==> src/rtl/pio_pkg.sv <==
package pio_pkg;
  localparam int WORD_W = 16;
  typedef enum logic [1:0] {
    XFER_IDLE = 2'd0,
    XFER_RD   = 2'd1,
    XFER_WR   = 2'd2
  } xfer_e;
endpackage

==> src/rtl/pio_len_track.sv <==
module pio_len_track #(
  parameter int LEN_W = 16
) (
  input  logic             clk_i,
  input  logic             rst_ni,
  input  logic             load_i,
  input  logic [LEN_W-1:0] len_i,
  input  logic [LEN_W-1:0] blk_i,
  input  logic             step_i,
  output logic             last_o,
  output logic             blk_hit_o
);
  localparam int CW = LEN_W + 2;
  localparam logic signed [CW-1:0] STEP = CW'(2);

  logic signed [CW-1:0] rem_q, blk_q;
  logic [LEN_W-1:0]     bs_q;

  // remaining value after this word would be <= 0
  assign last_o    = (rem_q <= STEP);
  assign blk_hit_o = (blk_q <= STEP);

  always_ff @(posedge clk_i or negedge rst_ni) begin
    if (!rst_ni) begin
      rem_q <= '0;
      blk_q <= '0;
      bs_q  <= '0;
    end else if (load_i) begin
      rem_q <= signed'({2'b00, len_i});
      blk_q <= signed'({2'b00, blk_i});
      bs_q  <= blk_i;
    end else if (step_i) begin
      rem_q <= rem_q - STEP;
      blk_q <= blk_hit_o ? signed'({2'b00, bs_q}) : blk_q - STEP;
    end
  end
endmodule

==> src/rtl/pio_addr_gen.sv <==
module pio_addr_gen #(
  parameter int ADDR_W = 16
) (
  input  logic              clk_i,
  input  logic              rst_ni,
  input  logic              clr_i,
  input  logic              inc_i,
  output logic [ADDR_W-1:0] addr_o,
  output logic [ADDR_W:0]   addr_nxt_o
);
  logic [ADDR_W-1:0] addr_q;

  assign addr_o     = addr_q;
  assign addr_nxt_o = {1'b0, addr_q} + (ADDR_W+1)'(2);

  always_ff @(posedge clk_i or negedge rst_ni) begin
    if (!rst_ni)     addr_q <= '0;
    else if (clr_i)  addr_q <= '0;
    else if (inc_i)  addr_q <= addr_nxt_o[ADDR_W-1:0];
  end
endmodule

==> src/rtl/pio_data_port.sv <==
module pio_data_port
  import pio_pkg::*;
#(
  parameter int LEN_W = 16
) (
  input  logic               clk_i,
  input  logic               rst_ni,
  input  logic               rd_start_i,
  input  logic [LEN_W-1:0]   rd_len_i,
  input  logic [LEN_W-1:0]   blk_size_i,
  input  logic               wr_start_i,
  input  logic [LEN_W-1:0]   wr_len_i,
  input  logic               host_rd_i,
  output logic [WORD_W-1:0]  host_rd_data_o,
  input  logic               host_wr_i,
  input  logic [WORD_W-1:0]  host_wr_data_i,
  output logic [LEN_W-1:0]   buf_addr_o,
  input  logic [WORD_W-1:0]  buf_rdata_i,
  output logic               buf_we_o,
  output logic [WORD_W-1:0]  buf_wdata_o,
  output logic               drq_o,
  output logic [7:0]         cnt_lo_o,
  output logic [7:0]         cnt_hi_o,
  output logic               irq_o,
  output logic               wr_done_o,
  output logic [LEN_W:0]     wr_count_o
);
  xfer_e            mode_q;
  logic             start_any, rd_go, wr_go, step;
  logic             last, blk_hit;
  logic [LEN_W-1:0] load_len;
  logic [LEN_W:0]   addr_nxt;
  logic [15:0]      cnt_q;
  logic             irq_q, done_q;
  logic [LEN_W:0]   wcnt_q;

  assign start_any = rd_start_i | wr_start_i;
  assign load_len  = rd_start_i ? rd_len_i : wr_len_i;
  // a start takes the cycle; host access in it is dropped
  assign rd_go     = host_rd_i & (mode_q == XFER_RD) & ~start_any;
  assign wr_go     = host_wr_i & (mode_q == XFER_WR) & ~start_any;
  assign step      = rd_go | wr_go;

  pio_len_track #(.LEN_W(LEN_W)) u_len (
    .clk_i     (clk_i),
    .rst_ni    (rst_ni),
    .load_i    (start_any),
    .len_i     (load_len),
    .blk_i     (blk_size_i),
    .step_i    (step),
    .last_o    (last),
    .blk_hit_o (blk_hit)
  );

  pio_addr_gen #(.ADDR_W(LEN_W)) u_addr (
    .clk_i      (clk_i),
    .rst_ni     (rst_ni),
    .clr_i      (start_any),
    .inc_i      (step),
    .addr_o     (buf_addr_o),
    .addr_nxt_o (addr_nxt)
  );

  always_ff @(posedge clk_i or negedge rst_ni) begin
    if (!rst_ni) begin
      mode_q <= XFER_IDLE;
      cnt_q  <= '0;
      irq_q  <= 1'b0;
      done_q <= 1'b0;
      wcnt_q <= '0;
    end else begin
      irq_q  <= rd_go & (last | blk_hit);
      done_q <= wr_go & last;
      if (rd_start_i) begin
        mode_q <= (rd_len_i != '0) ? XFER_RD : XFER_IDLE;
        cnt_q  <= 16'(rd_len_i);
      end else if (wr_start_i) begin
        mode_q <= (wr_len_i != '0) ? XFER_WR : XFER_IDLE;
      end else if (step && last) begin
        mode_q <= XFER_IDLE;
      end
      if (wr_go && last) wcnt_q <= addr_nxt;
    end
  end

  assign host_rd_data_o = (mode_q == XFER_RD) ? buf_rdata_i : '1;
  assign buf_we_o       = wr_go;
  assign buf_wdata_o    = host_wr_data_i;
  assign drq_o          = (mode_q != XFER_IDLE);
  assign cnt_lo_o       = cnt_q[7:0];
  assign cnt_hi_o       = cnt_q[15:8];
  assign irq_o          = irq_q;
  assign wr_done_o      = done_q;
  assign wr_count_o     = wcnt_q;
endmodule

==> config.mk <==
export PLATFORM = sky130hd
export DESIGN_NAME = pio_data_port
export DESIGN_NICKNAME = d
export VERILOG_FILES = /design/src/rtl/pio_pkg.sv /design/src/rtl/pio_len_track.sv /design/src/rtl/pio_addr_gen.sv /design/src/rtl/pio_data_port.sv
export SDC_FILE = /design/constraint.sdc
export NUM_CORES = 1
export LEC_CHECK = 0
export ABC_AREA = 1
export BUFFER_PORTS_ARGS = -buffer_cell sky130_fd_sc_hd__buf_4
export CORE_MARGIN = 5
export CORE_UTILIZATION = 30
export DETAILED_ROUTE_END_ITERATION = 12
export GPL_TIMING_DRIVEN = 0
export PLACE_DENSITY_LB_ADDON = 0.15
export SYNTH_ARGS = -nofsm -noshare
export SYNTH_HDL_FRONTEND = slang
export SYNTH_SLANG_ARGS = --single-unit
==> constraint.sdc <==
create_clock -name clk_i -period 1.6 [get_ports clk_i]
set_clock_uncertainty 0.15 [all_clocks]
set_input_delay 0.32 -clock clk_i [delete_from_list [all_inputs] [get_ports clk_i]]
set_output_delay 0.32 -clock clk_i [all_outputs]
set_load 0.01 [all_outputs]
==> results of run 1 <==
registers in the layout (all words and copies together) (netlist names):
| signal | flops |
|---|---|
| cnt_q | 16 |
| irq_o | 1 |
| mode_q | 2 |
| u_addr.addr_o | 15 |
| u_len.blk_q | 18 |
| u_len.bs_q | 16 |
| u_len.rem_q | 18 |
| wr_count_o | 16 |
| wr_done_o | 1 |
cell usage in the layout, fill, tap and decap left out, types with 7 or more instances in the layout:
cell | synthesis | routed
nand2_1 | 268 | 214
buf_4 | 20 | 214
dfrtp_1 | 103 | 91
inv_1 | 70 | 65
buf_6 | 8 | 41
nand2_2 | 2 | 33
nor2_1 | 69 | 32
nor2_4 | 4 | 27
nand3_1 | 46 | 24
nand2_4 | 1 | 21
o21ai_2 | 9 | 20
nand3_2 | 3 | 19
xor2_1 | 20 | 19
nor2_2 | 4 | 18
nand4_1 | 14 | 14
o21ai_0 | 23 | 13
clkbuf_16 | 0 | 13
dfrtp_2 | 0 | 12
buf_8 | 0 | 11
o21ai_1 | 12 | 11
o22ai_2 | 9 | 9
nor4_1 | 8 | 8
nor3_1 | 11 | 8
inv_2 | 5 | 7
nand3_4 | 1 | 7
a21oi_1 | 13 | 7
a21oi_2 | 1 | 7
per-layer routing:
metal / wire, µm / up-vias
li1: - / 2974
met1: 9590 / 2867
met2: 9710 / 208
met3: 1420 / 26
met4: 378 / 0
met5: 0 / -
report_power, final:
part / switching [mW] / leakage (nW) / total (mW) / internal, mW
Combinational: 0.984 / 3.24 / 1.90 / 0.913
Sequential: 0.164 / 1.30 / 2.94 / 2.78
Clock: 1.08 / 0.137 / 2.20 / 1.12
Total: 2.23 / 4.67 / 7.04 / 4.81
worst reg2reg max path, stage by stage, from the launching register on:
cell and delay (ns):
dfrtp_1 0.41, inv_2 0.11, nor2_4 0.06, buf_6 0.13, nand2_8 0.07, nand3_4 0.15
buf_6 0.20, buf_4 0.13, nand3_2 0.05, xor2_1 0.15, nor2_1 0.05
worst max-delay path by stage:
stage / start / end / cells after the start
after floorplan: u_len.rem_q[1]$_DFFE_PN0P_ / u_len.rem_q[13]$_DFFE_PN0P_ / 9
after global placement: rst_ni / u_addr.addr_o[1]$_DFFE_PN0P_ / 1
after detailed placement: u_len.rem_q[1]$_DFFE_PN0P_ / u_len.rem_q[13]$_DFFE_PN0P_ / 9
after CTS: mode_q[1]$_DFFE_PN0P_ / host_rd_data_o[5] / 4
after global routing: mode_q[1]$_DFFE_PN0P_ / u_len.rem_q[4]$_DFFE_PN0P_ / 8
final: mode_q[1]$_DFFE_PN0P_ / host_rd_data_o[1] / 4
layout make-up:
cell class / instances / area, µm² / share of cell area, %
inverters: 77 / 327 / 3.39
clock inverters: 5 / 38.8 / 0.402
flip-flops and latches: 103 / 2590 / 26.9
well taps: 265 / 332 / 3.44
repair buffers: 248 / 2220 / 23.0
multi-input cells: 551 / 3530 / 36.6
repair inverters: 1 / 7.51 / 0.0779
plain buffers: 38 / 354 / 3.67
clock buffers: 11 / 243 / 2.52
logic make-up (layout without fill, tap and decap cells):
kind of cell | Yosys count | count (layout) | synth area share [%]
adder cells (fa/ha/maj) | 3 | 3 | 0.638
other | 1 | 2 | 0.0637
buffers and inverters | 118 | 380 | 10.1
AND/OR/NAND/NOR | 436 | 436 | 31.9
flip-flops | 103 | 103 | 43.8
AO/OA/AOI/OAI | 87 | 87 | 10.2
XOR/XNOR | 23 | 23 | 3.42
repair_timing:
item | in CTS | in global routing
pin swaps | 30 | 71
hold endpoints to repair | 36 | 0
gates resized for setup | 118 | 199
hold buffers | 1 | 0
setup endpoints to repair | 87 | 88
cloned | 7 | 4
buffers inserted | 52 | 39
==> flow_summary.ini, run 1 <==
[yosys]
ys_warn_count = 0
syn_area_um2 = 5890
yosysTopAreaCellShare_pct = 43.8
synth_seq_cells = 103
synth_ff_type = dfrtp_1
synth_common_cells = nand2_1, dfrtp_1, inv_1
synthArstFlopShare_pct = 100
synthCells = 771
yosysUniqueCellTypes = 45
synth.most_common_cell = nand2_1
yosys.area.top_type = dfrtp_1
synth.avg_cell_area_um2 = 7.64
synth_edf_count = 0
seq_area_frac_synth_pct = 43.8
synth.area.top_cells = dfrtp_1, nand2_1, inv_1

[clock_network]
clockRootBuffer = clkbuf_16
cts_made_buffers = 9
path_clk_slew_ns = 0.07
cts_sinks = 103
clk_path_buf_depth = 2
htree_levels = 3
cts_tree = done
clk_latency_ns = 0.36

[die]
initial_core_util_pct = 30.3
die_x_um = 150
core_area_um2 = 19400
die-height_um = 150
ios = 171
die_area_um2 = 22500
rows = 51

[route]
firstDrtPassIters = 6
antenna_left = 0
vias = 6075
wl_per_cell_um = 16.2
wirelength_um = 21100
drt_iter0_drc = 250
viasPerCell = 4.68
drc_errors = 0

[timing]
setup-tns-final_ns = -8.12
setup_viol = 85
whs_ns = 0.0265
clock.fmax_ghz = 0.560
period_share_pct = 112
slew_viol_final = 0
period_needed_ns = 1.78
rsz0062_at_grt = true
hold_viol = 0
slew_headroom_pct = 62.5
tightest_slew_ns = 0.563
postLayoutSetupSlackWorst_ns = -0.185

[critical_path]
cp_num_buf_inv = 2
critPathArrivalTime_ns = 1.31
worstPathMaxFanout = 6
reg2reg_from = mode_q[0]$_DFFE_PN0P_
slowest_stage = dfrtp_2
cp_slowest_stage_delay_ns = 0.44
crit_type = reg2out
rrSetupSlack_ns = -0.16
start_kind = flop
critical_path.most_common_cell = buf_6
endpoint_kind = primary output
reg2reg_depth = 10
crit_required_ns = 1.13
r2r_end = u_len.blk_q[16]$_DFFE_PN0P_
worst_path_dominant_cell_family = flip-flops
cp_cell_sequence = nor2_4 > buf_6 > nand2_1 > buf_6

[place]
placed_cell_area_um2 = 7400
place_congestion = 0.897
port_buffers = 151
hpwl_um = 14000
dpl.cell_count = 1189
place_ws_ns = -0.293

[layout]
drive_gt1_share_pct = 48.4
num-fill-cells = 1901
final_area_um2 = 9640
diodes = 0
fin_util_pct = 49.7
layoutNonFillerInstCount = 1299
syn_to_final_growth_pct = 63.7
nets = 1118

[global_routing]
track_usage_pct = 17.6
grt_busiest_layer = met2
grt_pass1_wl_um = 31200
grt_util_met1_pct = 25.2
grt_max_degree = 68
grt_pass1_vias = 5839
overflow = 0
antenna_found_initial = 0
use_met2_pct = 27.2
grtUsageMet3_pct = 3.12

[flow_run]
cap_viol_max_count = 0

[min_path]
hold_end = u_len.bs_q[1]$_DFFE_PN0N_
hp-class = in2reg
hold_start = blk_size_i[1]
min_delay_path_depth = 3

[outcome]
status = finished, violations left
violations = negative setup slack

[power_and_ir_drop]
p_total_mw = 7.04
irDropWorstVdd_uv = 680
powerDensity_nw_per_um2 = 730
leakage_nw = 4.67
Note: power is estimated with default switching activity, not from simulation.
==> run 2, diff against run 1 <==
- CTS_CLUSTER_DIAMETER: not set -> 50
- GPL_TIMING_DRIVEN: 0 -> not set
==> flow_summary.ini, run 2 (synthesis gave the netlist of run 1 again) <==
[clock_network]
cts_made_buffers = 9
clk_path_buf_depth = 2
clockRootBuffer = clkbuf_16
clk_latency_ns = 0.36
cts_sinks = 103
htree_levels = 3
cts_tree = done
path_clk_slew_ns = 0.08

[place]
placed_cell_area_um2 = 7760
port_buffers = 136
dpl.cell_count = 1231
hpwl_um = 13600
place_congestion = 0.832

[global_routing]
grt_max_degree = 48
antenna_found_initial = 0
grt_pass1_wl_um = 29300
track_usage_pct = 16.4
grt_pass1_vias = 5678
overflow = 0

[die]
ios = 171
initial_core_util_pct = 30.3
die_area_um2 = 22500
rows = 51
core_area_um2 = 19400
die-height_um = 150
die_x_um = 150

[outcome]
status = finished, violations left
violations = negative setup slack

[power_and_ir_drop]
clkPwrFrac_pct = 33.8
p_int_mw = 4.90
leakage_nw = 4.45
powerDensity_nw_per_um2 = 780
swShare_pct = 29.6
pwr-share-seq_pct = 41.7
combPwrFrac_pct = 24.5
power_switching_mw = 2.06
irDropWorstVdd_uv = 584
p_total_mw = 6.96

[layout]
layoutNonFillerInstCount = 1271
syn_to_final_growth_pct = 51.5
diodes = 0
reg_top3 = u_len.blk_q x18, u_len.rem_q x18
fin_util_pct = 46.0
nets = 1090
drive_gt1_share_pct = 40.6
layout_commonest_cell = nand2_1
final_area_um2 = 8920
mostFrequentLayoutCells = nand2_1, buf_4, dfrtp_1

[route]
antenna_left = 0
drt_iter0_drc = 305
wl_per_cell_um = 14.4
firstDrtPassIters = 4
wirelength_um = 18300
vias = 5708
viasPerCell = 4.49
drc_errors = 0

[timing]
period_needed_ns = 1.82
hold_viol = 0
whs_ns = 0.0301
rsz0062_at_grt = true
setup_viol = 66
clock.fmax_ghz = 0.549
slew_viol_final = 0
postLayoutSetupSlackWorst_ns = -0.220
period_share_pct = 114

[flow_run]
cap_viol_max_count = 0

[critical_path]
worstPathMaxFanout = 8
crit_type = reg2out
critPathArrivalTime_ns = 1.35
endpoint_kind = primary output
r2r_end = u_len.rem_q[10]$_DFFE_PN0P_
start_kind = flop
rrSetupSlack_ns = -0.15
reg2reg_depth = 9
reg2reg_from = mode_q[1]$_DFFE_PN0P_
crit_required_ns = 1.13

[min_path]
hold_end = u_len.bs_q[15]$_DFFE_PN0N_
hold_start = blk_size_i[15]
min_delay_path_depth = 3
hp-class = in2reg
[run 2: changes by cell type in the layout (fill, tap and decap cells not counted), sizes merged]
cell      previous run  this run
buf                278       256
bufbuf               0         1
bufinv               0         1
clkbuf              18        11
clkinvlp             2         0
inv                 79        80
[run 2: timing repair]
| action | in CTS | in global routing |
|---|---|---|
| endpoints found under the hold margin | 103 | 0 |
| pin swaps | 28 | 18 |
| endpoints found under the setup margin | 80 | 87 |
| buffers inserted | 12 | 9 |
| hold buffers | 1 | 0 |
| cloned | 5 | 0 |
| resized for setup | 107 | 62 |
[run 2: through the flow]
stage | TNS (ns) | setup WS, ns
floorplan | 0 | 0.0168
finish | -7.35 | -0.220
global route | -13.32 | -0.266
CTS | -7.75 | -0.230
detailed placement | -4.92 | -0.181
global placement | -3.98 | -0.163
[run 2: worst max path at each step]
| stage | from | end | slack (ns) | cells past startpoint |
|---|---|---|---|---|
| 6_report | mode_q[1]$_DFFE_PN0P_ | host_rd_data_o[2] | -0.22 | 4 |
| 5_1_grt | mode_q[1]$_DFFE_PN0P_ | host_rd_data_o[2] | -0.27 | 4 |
| 4_1_cts | mode_q[1]$_DFFE_PN0P_ | drq_o | -0.23 | 3 |
| 3_5_place_dp | u_len.blk_q[1]$_DFFE_PN0P_ | u_len.blk_q[4]$_DFFE_PN0P_ | -0.18 | 7 |
| 3_3_place_gp | u_len.blk_q[1]$_DFFE_PN0P_ | u_len.blk_q[4]$_DFFE_PN0P_ | -0.16 | 7 |
| 2_1_floorplan | u_len.rem_q[1]$_DFFE_PN0P_ | u_len.rem_q[13]$_DFFE_PN0P_ | 0.02 | 9 |
[run 2: metal layers]
metal | track usage, % | share of wire, % | up-vias
met4 | 4.62 | 1.4 | 0
met2 | 25.6 | 44 | 133
li1 | - | - | 2910
met1 | 23.2 | 49 | 2649
met3 | 3.06 | 5.6 | 16
met5 | 0 | 0 | -
[run 2: layout make-up]
class,count,area (µm²)
Fill cell,2014,10500
Clock buffer,11,243
Multi-Input combinational cell,551,3150
Tap cell,265,332
Timing Repair inverter,1,11.3
Clock inverter,5,63.8
Inverter,77,305
Sequential cell,103,2580
Timing Repair Buffer,258,2230
[run 2: power by group through the flow]
stage | clock, mW | combinational [mW] | sequential, mW
after global routing | 2.52 | 1.88 | 2.93
after detailed placement | 0 | 1.43 | 2.93
after CTS | 2.42 | 1.64 | 2.89
after global placement | 0 | 1.44 | 2.93
after floorplan | 0 | 0.665 | 2.96
final | 2.35 | 1.70 | 2.90
[run 2: worst max-delay path, cell delays in order, from the launching register on]
cell,delay [ns]
dfrtp_2,0.45
nor2_4,0.16
buf_6,0.18
nand2_1,0.07
buf_4,0.14
==> run 3, diff against run 2 <==
- BUFFER_PORTS_ARGS: -buffer_cell sky130_fd_sc_hd__buf_4 -> not set
- DONT_BUFFER_PORTS: not set -> 1
==> flow_summary.ini, run 3 (synthesis gave the netlist of run 1 again) <==
[power_and_ir_drop]
irDropWorstVdd_uv = 560
p_total_mw = 6.69
leakage_nw = 3.96
powerDensity_nw_per_um2 = 787

[place]
hpwl_um = 12900
dpl.cell_count = 1085
port_buffers = 0
place_congestion = 0.877

[clock_network]
clk_path_buf_depth = 2
clockRootBuffer = clkbuf_16
path_clk_slew_ns = 0.07
cts_tree = done
cts_hold_buffers = 37
cts_made_buffers = 9
htree_levels = 3
clk_latency_ns = 0.36
cts_sinks = 103

[timing]
clock.fmax_ghz = 0.584
setup-tns-final_ns = -3.15
setup_viol = 66
postLayoutSetupSlackWorst_ns = -0.113
period_needed_ns = 1.71
hold_viol = 103
rsz0062_at_grt = true
slew_viol_final = 0
period_share_pct = 107
whs_ns = -0.490

[route]
drc_errors = 0
wl_per_cell_um = 16.2
wirelength_um = 19100
drt_iter0_drc = 267
firstDrtPassIters = 4
antenna_left = 0
vias = 5564
viasPerCell = 4.72

[die]
die_area_um2 = 22500
die-height_um = 150
die_x_um = 150
ios = 171
rows = 51
initial_core_util_pct = 30.3
core_area_um2 = 19400

[critical_path]
reg2reg_depth = 9
crit_required_ns = 1.13
r2r_end = u_len.blk_q[15]$_DFFE_PN0P_
cp_cell_sequence = inv_2 > nor2_4 > buf_8 > nand2_1
critPathArrivalTime_ns = 1.24
cp_num_cells = 4
crit_end = host_rd_data_o[2]
crit_type = reg2out
endpoint_kind = primary output
start_kind = flop
cp_num_buf_inv = 2
cp_slowest_stage_delay_ns = 0.38
slowest_stage = dfrtp_1
worstPathMaxFanout = 16
rrSetupSlack_ns = -0.10
reg2reg_from = mode_q[0]$_DFFE_PN0P_
crit_start = mode_q[0]$_DFFE_PN0P_
worst_path_dominant_cell_family = flip-flops

[outcome]
violations = negative hold slack, negative setup slack
status = finished, violations left

[global_routing]
grt_busiest_layer = met2
grt_pass1_wl_um = 30200
grt_util_met1_pct = 23.3
use_met2_pct = 26.7
grt_pass1_vias = 5710
overflow = 0
antenna_found_initial = 0
track_usage_pct = 17.0
grtUsageMet3_pct = 4.12
grt_max_degree = 104

[layout]
layoutNonFillerInstCount = 1178
mostFrequentLayoutCells = nand2_1, dfrtp_1, buf_4
drive_gt1_share_pct = 34.5
diodes = 0
syn_to_final_growth_pct = 44.4
layout_commonest_cell = nand2_1
nets = 997
fin_util_pct = 43.8
reg_top3 = u_len.blk_q x18, u_len.rem_q x18

[flow_run]
cap_viol_max_count = 0

[min_path]
hp-class = in2async
[run 3: cell types whose count changed in the layout (fill, tap and decap cells not counted), moves of 8 or more]
cell,delta
nor2_4,+8
nand3_1,-8
buf_4,-123
dlygate4sd3_1,+36
buf_6,-10
nor2_1,-14
[run 3: repair_timing]
item / in CTS / in global routing
setup endpoints to repair: 75 / 86
cloned: 6 / 2
gates resized for setup: 108 / 107
endpoints found under the hold margin: 139 / 103
buffers inserted: 23 / 14
pin swaps: 29 / 44
[run 3: worst min-delay path by stage]
stage	end	slack (ns)	start	depth (start not counted)
floorplan	cnt_q[0]$_DFFE_PN0P_	-0.13	rst_ni	0
global placement	u_len.rem_q[13]$_DFFE_PN0P_	-0.12	rst_ni	0
detailed placement	wr_done_o$_DFF_PN0_	-0.12	rst_ni	0
CTS	u_len.bs_q[11]$_DFFE_PN0N_	-0.51	rst_ni	0
global route	cnt_q[14]$_DFFE_PN0P_	-0.52	rst_ni	0
finish	u_len.rem_q[11]$_DFFE_PN0P_	-0.49	rst_ni	0
[run 3: power by group]
part	internal, mW	switching (mW)	leakage [nW]
Combinational	0.732	0.809	2.51
Sequential	2.78	0.146	1.31
Clock	1.13	1.10	0.145
Total	4.63	2.05	3.96
[run 3: through the flow]
stage,cell area (µm²),hold WS [ns],setup slack (ns)
2_1_floorplan,5900,-0.126,0.0168
3_3_place_gp,6660,-0.119,-0.193
4_1_cts,8010,-0.510,-0.131
5_1_grt,8500,-0.525,-0.200
6_report,8500,-0.490,-0.113
3_5_place_dp,6660,-0.116,-0.217
[run 3: layer usage]
metal	part of all wire (%)	vias to the layer above
met2	45	164
met1	46	2650
met4	1.8	0
met5	0	-
met3	7.0	24
li1	-	2726
[run 3: worst register-to-register path: stages, from the launching register on]
cell and delay (ns):
dfrtp_1 0.40, inv_2 0.11, nand3_4 0.11, buf_6 0.14, nand3_4 0.20, buf_12 0.17, nand2_1 0.05, o21bai_1 0.15
nand2_1 0.06, nand2_1 0.05
[run 3: final cells by class]
type                       count  area, µm²
sequential                   103       2580
timing repair inverter         1       11.3
tap                          265        332
clock inverter                 6       51.3
fill                        1940      10900
clock buffer                  10        239
inverter                      77        303
timing repair buffer         165       1630
multi-input combinational    551       3350
